$ cat config.mk
export PLATFORM = sky130hd
export DESIGN_NAME = edge_level_intc
export DESIGN_NICKNAME = d
export VERILOG_FILES = /design/src/rtl/intc_pkg.sv /design/src/rtl/intc_rst_sync.sv /design/src/rtl/intc_sc_reg.sv /design/src/rtl/intc_sync.sv /design/src/rtl/intc_trigger.sv /design/src/rtl/edge_level_intc.sv
export SDC_FILE = /design/constraint.sdc
export NUM_CORES = 1
export LEC_CHECK = 0
export BUFFER_PORTS_ARGS = -buffer_cell sky130_fd_sc_hd__clkbuf_2
export CAP_MARGIN = 15
export CELL_PAD_IN_SITES_DETAIL_PLACEMENT = 0
export CELL_PAD_IN_SITES_GLOBAL_PLACEMENT = 1
export CORE_MARGIN = 2
export CORE_UTILIZATION = 45
export DETAILED_ROUTE_END_ITERATION = 8
export HOLD_SLACK_MARGIN = 0.05
export PLACE_DENSITY_LB_ADDON = 0.1
export SLEW_MARGIN = 20
export SYNTH_ARGS = -nofsm -noshare
export SYNTH_HDL_FRONTEND = slang
export SYNTH_HIERARCHICAL = 1
export SYNTH_SLANG_ARGS = --single-unit
export TNS_END_PERCENT = 5
$ cat constraint.sdc
create_clock -name clk -period 15.3 [get_ports clk]
set_input_delay 1.53 -clock clk [delete_from_list [all_inputs] [get_ports clk]]
set_output_delay 1.53 -clock clk [all_outputs]
set_load 0.005 [all_outputs]
$ cat src/rtl/intc_pkg.sv
package intc_pkg;
  localparam int ADDR_W = 6;
  localparam int NCTRL  = 7;

  typedef enum logic [3:0] {
    RI_CFG0   = 4'd0,
    RI_CFG1   = 4'd1,
    RI_CFG2   = 4'd2,
    RI_MASK   = 4'd3,
    RI_ASSIGN = 4'd4,
    RI_WAKE   = 4'd5,
    RI_SRCSEL = 4'd6,
    RI_TEST   = 4'd7,
    RI_RISE   = 4'd8,
    RI_FALL   = 4'd9,
    RI_PEND0  = 4'd10,
    RI_PEND1  = 4'd11
  } reg_idx_e;

  typedef enum logic [1:0] {
    OP_READ = 2'd0,
    OP_SET  = 2'd1,
    OP_CLR  = 2'd2,
    OP_RSVD = 2'd3
  } reg_op_e;
endpackage

$ cat src/rtl/intc_rst_sync.sv
module intc_rst_sync (
  input  logic clk,
  input  logic rst_n,
  output logic rst_sync_n
);
  logic stage_q;

  always_ff @(posedge clk or negedge rst_n) begin
    if (!rst_n) begin
      stage_q    <= 1'b0;
      rst_sync_n <= 1'b0;
    end else begin
      stage_q    <= 1'b1;
      rst_sync_n <= stage_q;
    end
  end
endmodule

$ cat src/rtl/intc_sc_reg.sv
module intc_sc_reg #(
  parameter int W = 32
) (
  input  logic         clk,
  input  logic         rst_n,
  input  logic [W-1:0] set_i,
  input  logic [W-1:0] clr_i,
  output logic [W-1:0] q_o
);
  logic [W-1:0] q_n;
  logic         en;

  always_comb begin
    en  = (|set_i) | (|clr_i);
    q_n = (q_o | set_i) & ~clr_i;
  end

  always_ff @(posedge clk or negedge rst_n) begin
    if (!rst_n)  q_o <= '0;
    else if (en) q_o <= q_n;
  end
endmodule

$ cat src/rtl/intc_sync.sv
module intc_sync #(
  parameter int W = 32
) (
  input  logic         clk,
  input  logic         rst_n,
  input  logic [W-1:0] async_i,
  output logic [W-1:0] cur_o,
  output logic [W-1:0] prev_o
);
  logic [W-1:0] meta_q;

  always_ff @(posedge clk or negedge rst_n) begin
    if (!rst_n) begin
      meta_q <= '0;
      cur_o  <= '0;
      prev_o <= '0;
    end else begin
      meta_q <= async_i;
      cur_o  <= meta_q;
      prev_o <= cur_o;
    end
  end
endmodule

$ cat src/rtl/intc_trigger.sv
module intc_trigger #(
  parameter int W = 32
) (
  input  logic         clk,
  input  logic         rst_n,
  input  logic [W-1:0] code0_i,
  input  logic [W-1:0] code1_i,
  input  logic [W-1:0] code2_i,
  input  logic [W-1:0] cur_i,
  input  logic [W-1:0] prev_i,
  input  logic [W-1:0] rise_clr_i,
  input  logic [W-1:0] fall_clr_i,
  output logic [W-1:0] rise_q_o,
  output logic [W-1:0] fall_q_o,
  output logic [W-1:0] active_o
);
  logic [W-1:0] edge_mode, lvl_hi, lvl_lo;
  logic [W-1:0] rise_cap, fall_cap, rise_n, fall_n;
  logic         en;

  always_comb begin
    edge_mode = ~code2_i;
    lvl_hi    = code2_i & ~code1_i &  code0_i;
    lvl_lo    = code2_i &  code1_i & ~code0_i;
    rise_cap  = cur_i & ~prev_i & edge_mode & code0_i;
    fall_cap  = ~cur_i & prev_i & edge_mode & code1_i;
    // a capture in the same cycle as a clear keeps the bit set
    rise_n    = (rise_q_o & ~rise_clr_i) | rise_cap;
    fall_n    = (fall_q_o & ~fall_clr_i) | fall_cap;
    en        = (|rise_cap) | (|fall_cap) | (|rise_clr_i) | (|fall_clr_i);
    active_o  = (lvl_hi & cur_i) | (lvl_lo & ~cur_i) |
                (edge_mode & ((code0_i & rise_q_o) | (code1_i & fall_q_o)));
  end

  always_ff @(posedge clk or negedge rst_n) begin
    if (!rst_n) begin
      rise_q_o <= '0;
      fall_q_o <= '0;
    end else if (en) begin
      rise_q_o <= rise_n;
      fall_q_o <= fall_n;
    end
  end
endmodule

$ cat src/rtl/edge_level_intc.sv
module edge_level_intc
  import intc_pkg::*;
#(
  parameter int NSRC = 32
) (
  input  logic              clk,
  input  logic              rst_n,
  input  logic [NSRC-1:0]   irq_i,
  input  logic              wr_en_i,
  input  logic [ADDR_W-1:0] wr_addr_i,
  input  logic [NSRC-1:0]   wr_data_i,
  input  logic [ADDR_W-1:0] rd_addr_i,
  output logic [NSRC-1:0]   rd_data_o,
  output logic              req0_o,
  output logic              req1_o,
  output logic              wake_o
);
  logic              rst_sync_n;
  logic [3:0]        wr_idx, rd_idx;
  logic [1:0]        wr_op, rd_op;
  logic [NSRC-1:0]   ctrl_q [NCTRL];
  logic [NSRC-1:0]   mask_q, assign_q, wake_q;
  logic [NSRC-1:0]   cur, prev, rise_q, fall_q, active;
  logic [NSRC-1:0]   rise_clr, fall_clr, pend0, pend1;
  logic              test_q, test_set, test_clr;

  assign wr_idx = wr_addr_i[5:2];
  assign wr_op  = wr_addr_i[1:0];
  assign rd_idx = rd_addr_i[5:2];
  assign rd_op  = rd_addr_i[1:0];

  intc_rst_sync u_rst (.clk(clk), .rst_n(rst_n), .rst_sync_n(rst_sync_n));

  for (genvar r = 0; r < NCTRL; r++) begin : g_ctrl
    logic [NSRC-1:0] set_v, clr_v;
    assign set_v = (wr_en_i && wr_idx == 4'(r) && wr_op == OP_SET) ? wr_data_i : '0;
    assign clr_v = (wr_en_i && wr_idx == 4'(r) && wr_op == OP_CLR) ? wr_data_i : '0;
    intc_sc_reg #(.W(NSRC)) u_reg (
      .clk(clk), .rst_n(rst_sync_n), .set_i(set_v), .clr_i(clr_v), .q_o(ctrl_q[r])
    );
  end

  assign test_set = wr_en_i && wr_idx == RI_TEST && wr_op == OP_SET && wr_data_i[0];
  assign test_clr = wr_en_i && wr_idx == RI_TEST && wr_op == OP_CLR && wr_data_i[0];

  intc_sc_reg #(.W(1)) u_test (
    .clk(clk), .rst_n(rst_sync_n), .set_i(test_set), .clr_i(test_clr), .q_o(test_q)
  );

  assign mask_q   = ctrl_q[int'(RI_MASK)];
  assign assign_q = ctrl_q[int'(RI_ASSIGN)];
  assign wake_q   = ctrl_q[int'(RI_WAKE)];
  assign rise_clr = (wr_en_i && wr_idx == RI_RISE && wr_op == OP_CLR) ? wr_data_i : '0;
  assign fall_clr = (wr_en_i && wr_idx == RI_FALL && wr_op == OP_CLR) ? wr_data_i : '0;

  intc_sync #(.W(NSRC)) u_sync (
    .clk(clk), .rst_n(rst_sync_n), .async_i(irq_i), .cur_o(cur), .prev_o(prev)
  );

  intc_trigger #(.W(NSRC)) u_trig (
    .clk(clk), .rst_n(rst_sync_n),
    .code0_i(ctrl_q[int'(RI_CFG0)]), .code1_i(ctrl_q[int'(RI_CFG1)]),
    .code2_i(ctrl_q[int'(RI_CFG2)]),
    .cur_i(cur), .prev_i(prev), .rise_clr_i(rise_clr), .fall_clr_i(fall_clr),
    .rise_q_o(rise_q), .fall_q_o(fall_q), .active_o(active)
  );

  always_comb begin
    pend0  = active & mask_q & assign_q;
    pend1  = active & mask_q & ~assign_q;
    req0_o = |pend0;
    req1_o = |pend1;
    wake_o = |(active & wake_q);
  end

  always_comb begin
    rd_data_o = '0;
    if (rd_op == OP_READ) begin
      case (rd_idx)
        RI_CFG0, RI_CFG1, RI_CFG2, RI_MASK, RI_ASSIGN, RI_WAKE, RI_SRCSEL:
                   rd_data_o = ctrl_q[rd_idx[2:0]];
        RI_TEST:   rd_data_o = {{(NSRC-1){1'b0}}, test_q};
        RI_RISE:   rd_data_o = rise_q;
        RI_FALL:   rd_data_o = fall_q;
        RI_PEND0:  rd_data_o = pend0;
        RI_PEND1:  rd_data_o = pend1;
        default:   rd_data_o = '0;
      endcase
    end
  end
endmodule

==> impl_metrics.env <==
export IMPL_status="finished, final reports clean"
export IMPL_finalWeightedCongestion=0.8366
export IMPL_port_buffers=113
export IMPL_areaGrowthSynthToFinish_pct=11.47
export IMPL_grtUsageTotal=0.2685
export IMPL_io_pins=114
export IMPL_p_per_area_mw_per_mm2=114.5
export IMPL_critPathMaxFanout=57
export IMPL_grt_max_degree=166
export IMPL_finalWorstSetupSlack_ns=9.012
export IMPL_dp_slack_ns=8.944
export IMPL_top_layer="met4"
export IMPL_cp_required_ns=13.77
export IMPL_synth_cells=2092
export IMPL_synth_top_cell_area_share=0.4399
export IMPL_relSlewSlack=0.2414
export IMPL_synthFlopType="dfrtp_1"
export IMPL_cp_arrival_ns=4.76
export IMPL_drtPass1Iterations=5
export IMPL_cts_setup_buffers=0
export IMPL_multi_input_area_sq_mm=0.01149
export IMPL_cap_viol_max_count=0
export IMPL_maxSlewViolCount=0
export IMPL_ir_worst_vdd_mv=0.08686
export IMPL_synth_edf_count=0
export IMPL_coreArea_sq_mm=0.04865
export IMPL_criticalPathCategory="in2out"
export IMPL_hold_class="reg2reg"
export IMPL_tns_ns=0
export IMPL_yosysTopAreaCell="dfrtp_1"
export IMPL_post_cts_resized=0
export IMPL_cts_buffers=47
export IMPL_global_route_overflow_total=0
export IMPL_worst_pin_slew_ns=1.138
export IMPL_die_x_um=225.2
export IMPL_power_mw=2.810
export IMPL_dr_total_vias=16427
export IMPL_met3_length_mm=3.249
export IMPL_p_leak_nw=11.04
export IMPL_synthArstFlopShare=1.000
export IMPL_ys_ff_latch=387
export IMPL_h_tree_depth=2
export IMPL_final_layout_size_suffix_gt1_frac=0.1282
export IMPL_drt_initial_drc_count=1415
export IMPL_clockBufferDepth=3
export IMPL_root_buffer="clkbuf_16"
export IMPL_drt_vias_per_instance=5.861
export IMPL_grt_pass1_wl_mm=102.1
export IMPL_startpoint_type="input port"
export IMPL_synth_seq_area_share=0.4399
export IMPL_n_fill_cell=4378
export IMPL_syn_avg_cell_area_sq_um=10.52
export IMPL_netlist_top_cells_count="and2_1, dfrtp_1, o21ba_1"
export IMPL_clk_pin_slew_worst_paths_ns=0.07
export IMPL_synth_nets=2171
export IMPL_setup_viol=0
export IMPL_fin_crit_sh=0.4110
export IMPL_regArea_sq_mm=0.009688
export IMPL_wl_per_cell_um=24.06
export IMPL_final_cell_area_sq_mm=0.02454
export IMPL_drtAntennaViolNets=0
export IMPL_die_y_um=225.2
export IMPL_max_freq_mhz=159.0
export IMPL_m1WireLength_mm=31.56
export IMPL_dieArea_sq_mm=0.05071
export IMPL_num_nets_final=2221
export IMPL_clkSinkCount=387
export IMPL_yosysMostFrequentCell="and2_1"
export IMPL_grt_antenna_before_repair=1
export IMPL_drc=0
export IMPL_final_cell_count_no_fill=2803
export IMPL_cts_tree="yes"
export IMPL_start_util=0.4526
export IMPL_syn_area_sq_mm=0.02202
export IMPL_final_hold_viol_count=0
export IMPL_num_rows=81
export IMPL_grt_pass1_vias=15937
export IMPL_skew_ns=0.01572
export IMPL_place_area_sq_mm=0.02301
export IMPL_synthTopCellsByArea="dfrtp_1, and2_1, o21ba_1, nand4bb_1, o21ai_0"
export IMPL_cp_end_kind="primary output"
export IMPL_layout_min_cycle_time_ns=6.288
export IMPL_ys_types=53
export IMPL_placed_cells=2715
export IMPL_yosysWarnings=6
export IMPL_drt_wl_total_mm=67.44
export IMPL_rsz0062_at_grt="false"
export IMPL_cts_hold_buf=0
export IMPL_insertion_delay_ns=0.58
export IMPL_met2_length_mm=30.52
export IMPL_dp_hpwl_mm=42.35
-- kinds of logic (layout without fill, tap and decap cells) --
family,count (synthesis),count (layout),synth area share
other,1,6,0.0001703
AND/OR/NAND/NOR,871,871,0.2708
flip-flops,387,387,0.4399
XOR/XNOR,31,31,0.01233
buffers and inverters,214,298,0.04063
AO/OA/AOI/OAI,479,479,0.1736
multiplexers,109,109,0.06263
-- worst paths after layout --
kind,cells after the start,slack (ns),startpoint,endpoint
max in group asynchronous,1,13.33,u_rst/rst_sync_n$_DFF_PN0_,u_sync/cur_o[1]$_DFF_PN0_
worst max register to register,1,13.33,u_rst/rst_sync_n$_DFF_PN0_,u_sync/cur_o[1]$_DFF_PN0_
worst max-delay path,7,9.01,rd_addr_i[2],rd_data_o[8]
worst min register to register,0,0.34,u_sync/meta_q[8]$_DFF_PN0_,u_sync/cur_o[8]$_DFF_PN0_
min in group asynchronous,0,0.45,u_rst/rst_sync_n$_DFF_PN0_,g_ctrl[0].u_reg/q_o[20]$_DFFE_PN0P_
worst min-delay path,0,0.34,u_sync/meta_q[8]$_DFF_PN0_,u_sync/cur_o[8]$_DFF_PN0_
-- sequential cells by signal (all words and copies together) (netlist names) --
name and cells:
u_sync/meta_q 32, u_trig/rise_q_o 32, u_trig/fall_q_o 32, u_rst/stage_q 1, u_rst/rst_sync_n 1, u_sync/cur_o 32
u_test/q_o 1, u_sync/prev_o 32, g_ctrl.u_reg/q_o 224
-- routing by layer --
metal	global-route usage	vias to the layer above
met4	0.09293	0
met3	0.04433	107
li1	-	7557
met5	0	-
met1	0.3811	8354
met2	0.4161	409
-- critical path, cell delays in order --
cell and delay, ns:
clkbuf_8 0.37, buf_4 0.73, buf_4 0.87, mux4_2 0.59
o211ai_1 0.16, o21ai_0 0.21, clkbuf_2 0.18
-- stage by stage --
stage / util / hold slack, ns
after global placement: 0.4729 / 0.3334
after detailed placement: 0.4730 / 0.3347
after CTS: 0.5042 / 0.3450
after floorplan: - / 0.3312
after global routing: 0.5042 / 0.3424
final: 0.5045 / 0.3427
-- cells in the final DEF, fill, tap and decap left out, types with 28 or more instances in the layout --
cell type / netlist / final
o22ai_1: 41 / 41
nand4bb_1: 96 / 96
and2_1: 499 / 499
o21ba_1: 225 / 225
mux2i_1: 50 / 50
nand3_1: 34 / 34
dfrtp_1: 387 / 386
xnor2_1: 28 / 28
clkbuf_2: 15 / 111
mux2_2: 40 / 40
nand4b_1: 32 / 32
clkbuf_16: 0 / 49
nand2_1: 37 / 37
nand4_1: 44 / 44
o21ai_0: 134 / 134
nand3b_1: 67 / 67
inv_1: 83 / 83
-- power breakdown --
group | internal, mW | switching, mW | total (mW)
combinational | 0.190 | 0.209 | 0.399
clock | 0.665 | 0.457 | 1.12
sequential | 1.14 | 0.149 | 1.29
total | 1.99 | 0.815 | 2.81
-- final cells by class --
class                   instances  share of cell area
clock buffers                  69             0.05547
repair buffers                132             0.03033
clock inverters                14            0.006526
inverters                      83             0.01269
diodes                          5           0.0005098
multi-input cells            1491              0.4680
flip-flops and latches        387              0.3947
well taps                     622             0.03171
(Power assumes the default switching activity.)
